<file path="config.mk">
export PLATFORM = sky130hd
export DESIGN_NAME = i2c_master_seq
export DESIGN_NICKNAME = d
export VERILOG_FILES = /design/src/rtl/i2c_master_seq.sv
export SDC_FILE = /design/constraint.sdc
export NUM_CORES = 1
export LEC_CHECK = 0
export ABC_AREA = 1
export ABC_CLOCK_PERIOD_IN_PS = 2640
export BUFFER_PORTS_ARGS = -buffer_cell sky130_fd_sc_hd__buf_2
export CAP_MARGIN = 30
export CORE_MARGIN = 2
export CORE_UTILIZATION = 56
export CTS_CLUSTER_DIAMETER = 150
export DETAILED_ROUTE_END_ITERATION = 12
export PLACE_DENSITY_LB_ADDON = 0.25
export SYNTH_ARGS = -nofsm -noshare
export SYNTH_HDL_FRONTEND = slang
export SYNTH_SLANG_ARGS = --single-unit
</file>
<file path="constraint.sdc">
create_clock -name clk -period 2.64 [get_ports clk]
set_clock_uncertainty 0.15 [all_clocks]
set_input_delay 0.528 -clock clk [delete_from_list [all_inputs] [get_ports clk]]
set_output_delay 0.528 -clock clk [all_outputs]
set_load 0.1 [all_outputs]
</file>
<file path="src/rtl/i2c_master_seq.sv">
module i2c_master_seq #(
  parameter int DIV_W = 8
) (
  input  logic             clk,
  input  logic             rst_n,
  input  logic             en,
  input  logic [DIV_W-1:0] scl_div,
  input  logic             start_req,
  input  logic             stop_req,
  input  logic             ack_wr,
  input  logic             ack_wdata,
  input  logic             stall_en,
  input  logic             int_en,
  input  logic             match_int_en,
  input  logic             data_wr,
  input  logic             bus_busy,
  input  logic             bus_err,
  input  logic             byte_done,
  input  logic             tx_nack,
  input  logic             ack_tick,
  input  logic             rx_mode,
  input  logic             slv_stop,
  input  logic             new_match,
  input  logic [5:0]       sts_clr,
  output logic             sda_low,
  output logic             scl_low,
  output logic             master,
  output logic             start_pend,
  output logic             stop_pend,
  output logic             tx_go,
  output logic             ack_nack,
  output logic [5:0]       sts,
  output logic             irq
);

  typedef enum logic [2:0] {IDLE, START, OWN, XFER, RS_LO, RS_HI, SP_HI} st_t;

  st_t st, st_n;
  logic [DIV_W-1:0] cnt;
  logic             rs, addr_b, ack_bit;
  logic [5:0]       sts_set;

  wire [DIV_W-1:0] div_last = (scl_div == '0) ? '0 : scl_div - 1'b1;
  wire timed = st inside {START, RS_LO, RS_HI, SP_HI};
  wire tdone = timed && (cnt == div_last);
  wire start_end = (st == START) && tdone;
  wire stop_end  = (st == SP_HI) && tdone;
  wire byte_end  = (st == XFER) && byte_done;
  wire wr_ok     = data_wr && !sts[3];

  always_comb begin
    st_n = st;
    case (st)
      IDLE:  if (start_pend && !bus_busy) st_n = START;
      START: if (tdone) st_n = rs ? XFER : OWN;
      OWN:   if (stop_pend) st_n = SP_HI;
             else if (wr_ok && start_pend) st_n = RS_LO;
             else if (wr_ok) st_n = XFER;
      XFER:  if (byte_done) st_n = OWN;
      RS_LO: if (tdone) st_n = RS_HI;
      RS_HI: if (tdone) st_n = START;
      SP_HI: if (tdone) st_n = IDLE;
      default: st_n = IDLE;
    endcase
  end

  assign sts_set = {new_match, slv_stop, byte_end && addr_b && stall_en,
                    byte_end, tx_nack, bus_err};

  always_ff @(posedge clk or negedge rst_n) begin
    if (!rst_n) begin
      st <= IDLE; cnt <= '0; rs <= 1'b0; addr_b <= 1'b0; ack_bit <= 1'b0;
      master <= 1'b0; start_pend <= 1'b0; stop_pend <= 1'b0; tx_go <= 1'b0;
      sts <= '0;
    end else if (!en) begin
      st <= IDLE; cnt <= '0; rs <= 1'b0; addr_b <= 1'b0; ack_bit <= 1'b0;
      master <= 1'b0; start_pend <= 1'b0; stop_pend <= 1'b0; tx_go <= 1'b0;
      sts <= '0;
    end else begin
      st    <= bus_err ? IDLE : st_n;
      cnt   <= (timed && !tdone && !bus_err) ? cnt + 1'b1 : '0;
      tx_go <= !bus_err && (st != XFER) && (st_n == XFER);

      if (bus_err) master <= 1'b0;
      else if (start_end) master <= 1'b1;
      else if (stop_end) master <= 1'b0;

      if (bus_err) start_pend <= 1'b0;
      else if (start_req) start_pend <= 1'b1;
      else if (start_end) start_pend <= 1'b0;

      if (bus_err) stop_pend <= 1'b0;
      else if (stop_req && master) stop_pend <= 1'b1;
      else if (stop_end) stop_pend <= 1'b0;

      if (bus_err || start_end) rs <= 1'b0;
      else if (st == OWN && st_n == RS_LO) rs <= 1'b1;

      if (bus_err || byte_end) addr_b <= 1'b0;
      else if (start_end) addr_b <= 1'b1;

      if (ack_wr) ack_bit <= ack_wdata;
      else if (ack_tick && rx_mode) ack_bit <= 1'b0;

      sts <= (sts & ~sts_clr) | sts_set;
      if (!stall_en) sts[3] <= 1'b0;
    end
  end

  assign sda_low  = st inside {START, OWN, SP_HI};
  assign scl_low  = st inside {OWN, RS_LO};
  assign ack_nack = rx_mode & ack_bit;
  assign irq      = int_en & (|sts[4:0] | (sts[5] & match_int_en));

endmodule


</file>
==> metrics, run 1 <==
top-area cell type share of the netlist area 36.2%; pwr dens 405 nW/um^2; DR vias/cell 5.17; CTS tree built; drt first pass iters 4; vias in the first global route 1,538; drt drc 0; pins over their slew limit 0; slew margin rel. 66.7%; Post-DP HPWL 3.06 mm; PostCTS Resize Cnt 0; Rows 19; initial antenna violation count 0; crit path max fanout 6; setup bufs post-CTS 0; Core ar. 2780 um^2; Initial Util 59.7%; fmax 389 MHz; kind of critical path reg2out; pre-CTS WS 0.157 ns; Worst setup SP type flip-flop; number of setup violations in the final report 0; Final Wtd Congestion 0.926; Fillers 245; failing checks hold timing; Area contributors post-synth dfrtp_1, nand2_1, nor2_1, inv_1, nand3_1; ant diodes 0; FF+latch area 601 um^2; hold_ws -0.00164 ns; Synth Area per Inst 6.75 um^2; Net Count, Synth 281; WL final 3.62 mm; synthesis-to-finish area growth 20.2%; setup ws final 0.0671 ns; hold buffer count at CTS 0; root buf cell clkbuf_4; clk_lat worst skew 0.32 ns; post-synthesis xor/xnor area fraction 3.17%; num ports 47; PortBufs 46; grt total ovfl 0; Yosys top cell by area dfrtp_1; endpoint class of the critical path primary output; endpoints failing hold 4; ANT nets after route 0; simple-gate share of the synthesized area 42.2%; sequential fraction of the synthesis area 36.2%; Die W 58.5 um; CTS Buf Count 3; largest family of logic cells by synthesized area simple AND/OR/NAND/NOR gates; adder and majority cell fraction of the synthesized area 1.51%; flops & latches, synth 24; CTS Sinks 24; leakage power 1.09 nW; CTS max path bufs 2; yosys warns 0; WP data arrival 1.89 ns; largest net degree at the start of global routing 25; Mapped Area 1660 um^2; Hold Path Class in2async; DR vias 1,697; 1st-iter DRT viols 95; first-pass GRT wire length 6.28 mm; required time worst endpoint 1.96 ns; status finished, violations left; Peak supply drop 372 uV; total track usage 24.0%; compound-gate portion of the synthesized area 8.14%; drt wl/cell 11.0 um; post-synth cell types 26; setup TNS 0 ns; combined area of the multi-input logic cells 920 um^2; Tightest Pin Transition 0.499 ns; max cap viols 0; final core occ 71.7%; H-tree depth 1; mux cell area share after synthesis 0%; die area 3420 um^2; RSZ-0062 raised after global routing no; post-route minimum period 2.57 ns; Die Span Y 58.5 um; layout cells sized above 1 25.6%; Nets 333; crit share post-route 97.5%; Clock transition at path regs 0.13 ns; Post-Synthesis Cells 246
[per-layer routing]
layer	vias up	track usage (%)	part of all wire, %
li1	882	-	-
met3	5	3.08	6.0
met4	0	8.64	1.4
met2	65	39.3	45
met5	-	0	0
met1	745	32.6	47
[final timing paths]
check	from	endpoint	slack, ns	cells past startpoint
min	rst_n	sts[0]	-0.002	1
max	st[0]	scl_low	0.07	4
max in group asynchronous	rst_n	cnt[2]	1.99	1
min in group clk	ack_wr	ack_bit	0.25	2
min reg2reg	cnt[0]	cnt[0]	0.35	1
max reg2reg	st[2]	tx_go	0.90	8
[sequential cells by signal, indices dropped and copies added, names as in the netlist]
register    flops
ack_bit         1
addr_b          1
cnt             8
master          1
rs              1
st              3
start_pend      1
stop_pend       1
sts             6
tx_go           1
[layout make-up]
| cell class | count | share of cell area [%] |
|---|---|---|
| Clock buffer | 3 | 1.13 |
| Clock inverter | 1 | 1.50 |
| Inverter | 39 | 7.34 |
| Multi-Input combinational cell | 183 | 46.1 |
| Sequential cell | 24 | 30.1 |
| Tap cell | 31 | 1.94 |
| Timing Repair Buffer | 47 | 11.9 |
[placed cells by master, fill, tap and decap left out, types with 4 or more instances in the layout]
cell,instances
inv_1,36
nand4_1,4
a21oi_1,10
xor2_1,5
o21ai_0,5
nor2_1,41
dfrtp_1,24
nor2_2,4
nor3_1,6
nor2_4,4
nand3_1,19
nand2_1,61
nand2_2,6
buf_2,46
[per-stage QoR]
stage	cells	power (W)	area, um^2	hold slack [ns]
after detailed placement	324	0.000556	1940	0.339
final	328	0.000808	2000	-0.00164
after global placement	324	0.000553	1940	0.333
after floorplan	246	0.000500	1670	0.0824
after global routing	328	0.000845	2000	0.0341
after CTS	328	0.000818	2000	0.0125
[kinds of logic after synthesis]
| logic type | Yosys count |
|---|---|
| AO/OA/AOI/OAI | 23 |
| XOR/XNOR | 6 |
| flip-flops | 24 |
| AND/OR/NAND/NOR | 152 |
| adder cells (fa/ha/maj) | 2 |
| buffers and inverters | 39 |
[cells in the mapped netlist (all sizes together)]
master	n
inv	39
nor4	2
nand2	69
o211ai	1
nor2	49
nor3	6
nand4	5
xnor2	1
a211oi	1
a31oi	2
o21ai	7
a311oi	1
xor2	5
ha	2
nand3	19
or2	2
dfrtp	24
a21oi	11
[critical path, cell delays in order, from the launching register on]
cell	delay, ns
dfrtp_1	0.46
or2_2	0.36
nor2_1	0.19
or2_2	0.14
buf_2	0.41
[report_power, final]
group	internal (W)	switching, W	total (W)
Clock	0.000154	0.000106	0.000260
Combinational	0.0000485	0.000121	0.000170
Sequential	0.000373	0.00000490	0.000378
Total	0.000576	0.000233	0.000808
Note: power is estimated with default switching activity, not from simulation.
==> inputs of run 2 (changes only) <==
--- a/config.mk
+++ b/config.mk
@@ -6,13 +6,14 @@
 export NUM_CORES = 1
 export LEC_CHECK = 0
 export ABC_AREA = 1
-export ABC_CLOCK_PERIOD_IN_PS = 2640
+export ABC_CLOCK_PERIOD_IN_PS = 2700
 export BUFFER_PORTS_ARGS = -buffer_cell sky130_fd_sc_hd__buf_2
 export CAP_MARGIN = 30
 export CORE_MARGIN = 2
-export CORE_UTILIZATION = 56
+export CORE_UTILIZATION = 52
 export CTS_CLUSTER_DIAMETER = 150
 export DETAILED_ROUTE_END_ITERATION = 12
+export MAX_ROUTING_LAYER = met4
 export PLACE_DENSITY_LB_ADDON = 0.25
 export SYNTH_ARGS = -nofsm -noshare
 export SYNTH_HDL_FRONTEND = slang
==> constraint.sdc (replaced) <==
create_clock -name clk -period 2.7 [get_ports clk]
set_clock_uncertainty 0.15 [all_clocks]
set_input_delay 0.54 -clock clk [delete_from_list [all_inputs] [get_ports clk]]
set_output_delay 0.54 -clock clk [all_outputs]
set_load 0.1 [all_outputs]
==> run 2 against run 1 <==
Compared with the run above: the run now ends clean; via count decreased by 1.7%; flip-flop and latch count unchanged; critical path depth unchanged; power decreased by 1.8%; register-to-register slack improved by 0.03 ns; design area increased by 0.44%; final cell count increased by 3.7%; sequential share of layout area decreased by 0.13 points; first-iteration DRC count increased by 64%; non-clock buffer count decreased by 1; setup slack improved by 0.075 ns; global-route usage decreased by 1.5 points.
==> metrics, run 2 (same netlist as run 1, synthesis figures left out) <==
total track usage 22.5% (-1.5 points); PortBufs 46 (unchanged); RSZ-0062 raised after global routing no; number of setup violations in the final report 0 (unchanged); setup bufs post-CTS 0 (unchanged); Initial Util 54.4% (-5.3 points); first-pass GRT wire length 6.05 mm (-3.6%); layout cells sized above 1 25.3% (-0.25 points); final cell count without fillers 340 (+3.7%); Die Span Y 60.5 um (+3.5%); 1st-iter DRT viols 156 (+64%); Rows 20 (+1); CTS Buf Count 3 (unchanged); status finished clean; required time worst endpoint 2.01 ns (+0.05 ns); drt drc 0 (unchanged); Peak supply drop 381 uV (+2.4%); pwr dens 396 nW/um^2 (-2.2%); drt first pass iters 4 (unchanged); Die W 60.5 um (+3.5%); Worst setup SP type flip-flop; vias in the first global route 1,501 (-2.4%); endpoint class of the critical path primary output; DR vias 1,668 (-1.7%); Placed Cells 336 (+3.7%); Fillers 304 (+24%); max cap viols 0 (unchanged); PostCTS Resize Cnt 0 (unchanged); Largest register FFs 8 (unchanged); hold_ws 0.0171 ns (+0.0187 ns); crit path max fanout 6 (unchanged); CTS max path bufs 2 (unchanged); num ports 47 (unchanged); post-route minimum period 2.56 ns; grt total ovfl 0 (unchanged); largest net degree at the start of global routing 25 (unchanged); WL final 3.52 mm (-2.7%); clk_lat worst skew 0.33 ns (about the same); Register-to-Register Path Depth 8 (unchanged); fmax 391 MHz; Clock transition at path regs 0.14 ns (about the same); biggest regs cnt (8), sts (6), st (3); most common cell after layout, fill and taps aside nand2_1; Final Wtd Congestion 0.911 (-1.6%); Post-DP HPWL 2.88 mm (-5.6%); initial antenna violation count 0 (unchanged); crit share post-route 94.7%; commonest non-fill, non-tap cells in the layout nand2_1, buf_2, nor2_1; drt wl/cell 10.4 um (-6.1%); DR vias/cell 4.91 (-5.2%); Top reg by flops cnt; CTS Sinks 24 (unchanged); synthesis-to-finish area growth 20.7%; WP data arrival 1.87 ns (-0.02 ns); endpoints failing hold 0 (-4); kind of critical path reg2out; Hold Path Class in2async; Nets 332 (-0.30%); hold buffer count at CTS 0 (unchanged); slew margin rel. 65.0% (-1.7 points); Tightest Pin Transition 0.525 ns (+0.0253 ns); ant diodes 0 (unchanged); Core ar. 3050 um^2 (+9.8%); H-tree depth 1 (unchanged); ANT nets after route 0 (unchanged); die area 3660 um^2 (+7.2%); leakage power 1.08 nW (-0.44%); pins over their slew limit 0 (unchanged); CTS tree built; root buf cell clkbuf_4
run 2: cell types whose count changed in the layout (fill, tap and decap cells not counted), sizes merged:
cell  previous run  this run
buf             47        46
run 2: report_power, final:
group          internal, W  leakage (nW)  switching (W)  total, W
clock             0.000150        0.0279       0.000109  0.000259
combinational    0.0000465         0.724       0.000119  0.000165
sequential        0.000365         0.329     0.00000460  0.000370
total             0.000562          1.08       0.000232  0.000794
run 2: path summary, 6_finish.rpt:
| kind | start | endpoint | slack, ns |
|---|---|---|---|
| max in group asynchronous | rst_n | sts[5] | 2.02 |
| min in group clk | ack_wr | ack_bit | 0.25 |
| setup reg to reg | st[2] | tx_go | 0.93 |
| setup / recovery | st[0] | scl_low | 0.14 |
| hold reg to reg | cnt[0] | cnt[0] | 0.35 |
| hold / removal | rst_n | cnt[7] | 0.02 |
run 2: critical path, cell delays in order (launching register included):
cell	delay [ns]
dfrtp_1	0.47
or2_2	0.36
nor2_1	0.17
or2_2	0.13
buf_2	0.41
run 2: cell type report:
cell class | instances | area (um^2) | share of cell area, %
multi-input combinational | 183 | 920 | 45.9
sequential | 24 | 601 | 30.0
timing repair buffer | 46 | 230 | 11.5
inverter | 39 | 146 | 7.30
tap | 44 | 55.1 | 2.75
clock inverter | 1 | 30.0 | 1.50
clock buffer | 3 | 22.5 | 1.12
run 2: layer usage:
layer / global-route usage [%] / share of wire (%) / routed length, um / vias to the layer above
met5: - / 0 / 0 / -
met4: 6.83 / 1.3 / 46 / 0
met3: 2.56 / 5.9 / 207 / 5
met2: 35.4 / 44 / 1550 / 55
met1: 30.8 / 49 / 1720 / 733
li1: - / - / - / 875
run 2: stage by stage:
stage / area [um^2] / utilization [%] / setup TNS [ns] / total power (W) / setup WS [ns]
floorplan: 1670 / - / -0.0837 / 0.000489 / -0.0837
global placement: 1950 / 63.9 / 0 / 0.000540 / 0.141
detailed placement: 1950 / 63.9 / 0 / 0.000542 / 0.105
CTS: 2000 / 65.7 / 0 / 0.000800 / 0.154
global route: 2000 / 65.7 / 0 / 0.000828 / 0.0345
finish: 2000 / 65.7 / 0 / 0.000794 / 0.142
==> inputs of run 3 (changes only) <==
==> constraint.sdc (replaced) <==
create_clock -name clk -period 2.7 [get_ports clk]
set_clock_uncertainty 0.15 [all_clocks]
set_input_delay 0.135 -clock clk [delete_from_list [all_inputs] [get_ports clk]]
set_output_delay 0.135 -clock clk [all_outputs]
set_load 0.1 [all_outputs]
==> run 3 against run 2 <==
Compared with the run above: fmax is 19% higher; routed wire length is 11% higher; die area stayed put; register-to-register slack worse by 0.22 ns.
==> metrics, run 3 (same netlist as run 1, synthesis figures left out) <==
pins over their slew limit 0 (unchanged); Fillers 275 (-9.5%); PortBufs 46 (unchanged); Die Span Y 60.5 um (unchanged); commonest non-fill, non-tap cells in the layout nand2_1, buf_2, nor2_1; Core ar. 3050 um^2 (unchanged); PostCTS Resize Cnt 0 (unchanged); drt wl/cell 10.9 um (+5.1%); RSZ-0062 raised after global routing no; fmax 466 MHz (+19%); num ports 47 (unchanged); Most common cell on crit path or2_2; synthesis-to-finish area growth 31.8%; CP Buf/Inv Count 1 (unchanged); crit path max fanout 6 (unchanged); DR vias 1,767 (+5.9%); FF+latch area 601 um^2 (unchanged); Top reg by flops cnt; Hold Path Class in2reg; required time worst endpoint 2.41 ns (+0.40 ns); 1st-iter DRT viols 107 (-31%); status finished clean; worst path cell trace or2_2 > nor2_1 > or2_2 > buf_2; combined area of the multi-input logic cells 920 um^2 (unchanged); H-tree depth 1 (unchanged); number of setup violations in the final report 0 (unchanged); root buf cell clkbuf_4; hold_ws 0.0101 ns (-0.00700 ns); CTS tree built; post-route minimum period 2.15 ns (-0.410 ns); setup TNS 0 ns (unchanged); grt total ovfl 0 (unchanged); max cap viols 0 (unchanged); final core occ 71.7% (+6.0 points); slowest stage delay, CP 0.46 ns (about the same); Largest register FFs 8 (unchanged); pre-CTS WS 0.513 ns (+0.408 ns); total track usage 25.0% (+2.5 points); biggest regs cnt (8), sts (6), st (3); ant diodes 0 (unchanged); setup slack, reg-to-reg 0.71 ns (-0.22 ns); Worst setup SP type flip-flop; endpoints failing hold 0 (unchanged); slew margin rel. 66.0% (+1.0 points); CTS max path bufs 2 (unchanged); vias in the first global route 1,699 (+13%); worst flop-to-flop path startpoint sts[0]; Nets 352 (+6.0%); crit share post-route 79.6% (-15 points); Worst Setup SP st[0]; initial antenna violation count 0 (unchanged); first-pass GRT wire length 6.69 mm (+11%); Crit path max-delay family simple AND/OR/NAND/NOR gates; slowest cell on the critical path dfrtp_1; Final Wtd Congestion 0.911 (about the same); Clock transition at path regs 0.13 ns (about the same); Peak supply drop 323 uV (-15%); Die W 60.5 um (unchanged); pwr dens 341 nW/um^2 (-14%); overall power 0.000746 W (-5.9%); setup ws final 0.552 ns (+0.410 ns); WL final 3.92 mm (+11%); die area 3660 um^2 (unchanged); leakage power 1.17 nW (+7.9%); WP data arrival 1.86 ns (about the same); clk_lat worst skew 0.31 ns (-0.02 ns); ANT nets after route 0 (unchanged); drt first pass iters 4 (unchanged); CTS Buf Count 3 (unchanged); endpoint class of the critical path primary output; Rows 20 (unchanged); Tightest Pin Transition 0.510 ns (-0.0150 ns); CTS Sinks 24 (unchanged); kind of critical path reg2out; most common cell after layout, fill and taps aside nand2_1; largest net degree at the start of global routing 25 (unchanged); drt drc 0 (unchanged); DR vias/cell 4.91 (about the same); Initial Util 54.4% (unchanged); critical hold path startpoint en; Post-DP HPWL 2.87 mm (-0.63%); layout cells sized above 1 23.7% (-1.6 points)
run 3: cell count changes in the layout (fill, tap and decap cells not counted):
cell / previous run / this run
dlygate4sd3_1: 0 / 20
bufinv_16: 1 / 0
clkbuf_8: 0 / 1
run 3: worst reg2reg max path: stages, from the launching register on:
cell and delay, ns:
dfrtp_1 0.42, inv_1 0.06, nor2_1 0.04, nor2_1 0.08, dlygate4sd3_1 0.55, nor2_1 0.04
dlygate4sd3_1 0.55
run 3: layout make-up:
class	count	area share (%)
well taps	44	2.52
multi-input cells	183	42.0
clock buffers	4	1.66
inverters	39	6.69
flip-flops and latches	24	27.4
repair buffers	66	19.7
run 3: path summary, 6_finish.rpt:
check	end	cells past startpoint
min in group asynchronous	sts[0]	2
setup / recovery	scl_low	4
hold / removal	sts[1]	3
hold reg to reg	cnt[0]	1
max in group asynchronous	cnt[7]	2
setup reg to reg	sts[0]	6
run 3: through the flow:
step | std cells | area, um^2
after global placement | 336 | 1950
after global routing | 360 | 2190
final | 360 | 2190
after floorplan | 246 | 1670
after detailed placement | 336 | 1950
after CTS | 360 | 2190
run 3: timing repair:
item	4_1_cts	5_1_grt
setup endpoints to repair	0	0
endpoints found under the hold margin	35	0
hold buffers	20	0
setup buffers	0	0
run 3: routing by layer:
metal,vias up,part of all wire (%),track usage [%]
met3,5,5.0,3.84
met5,-,0,-
met1,792,47,31.2
met2,55,47,41.8
met4,0,1.2,8.39
li1,915,-,-
run 3: where the power goes:
group / switching (W) / internal, W
Clock: 0.000105 / 0.0000824
Sequential: 0.00000464 / 0.000365
Combinational: 0.000124 / 0.0000651
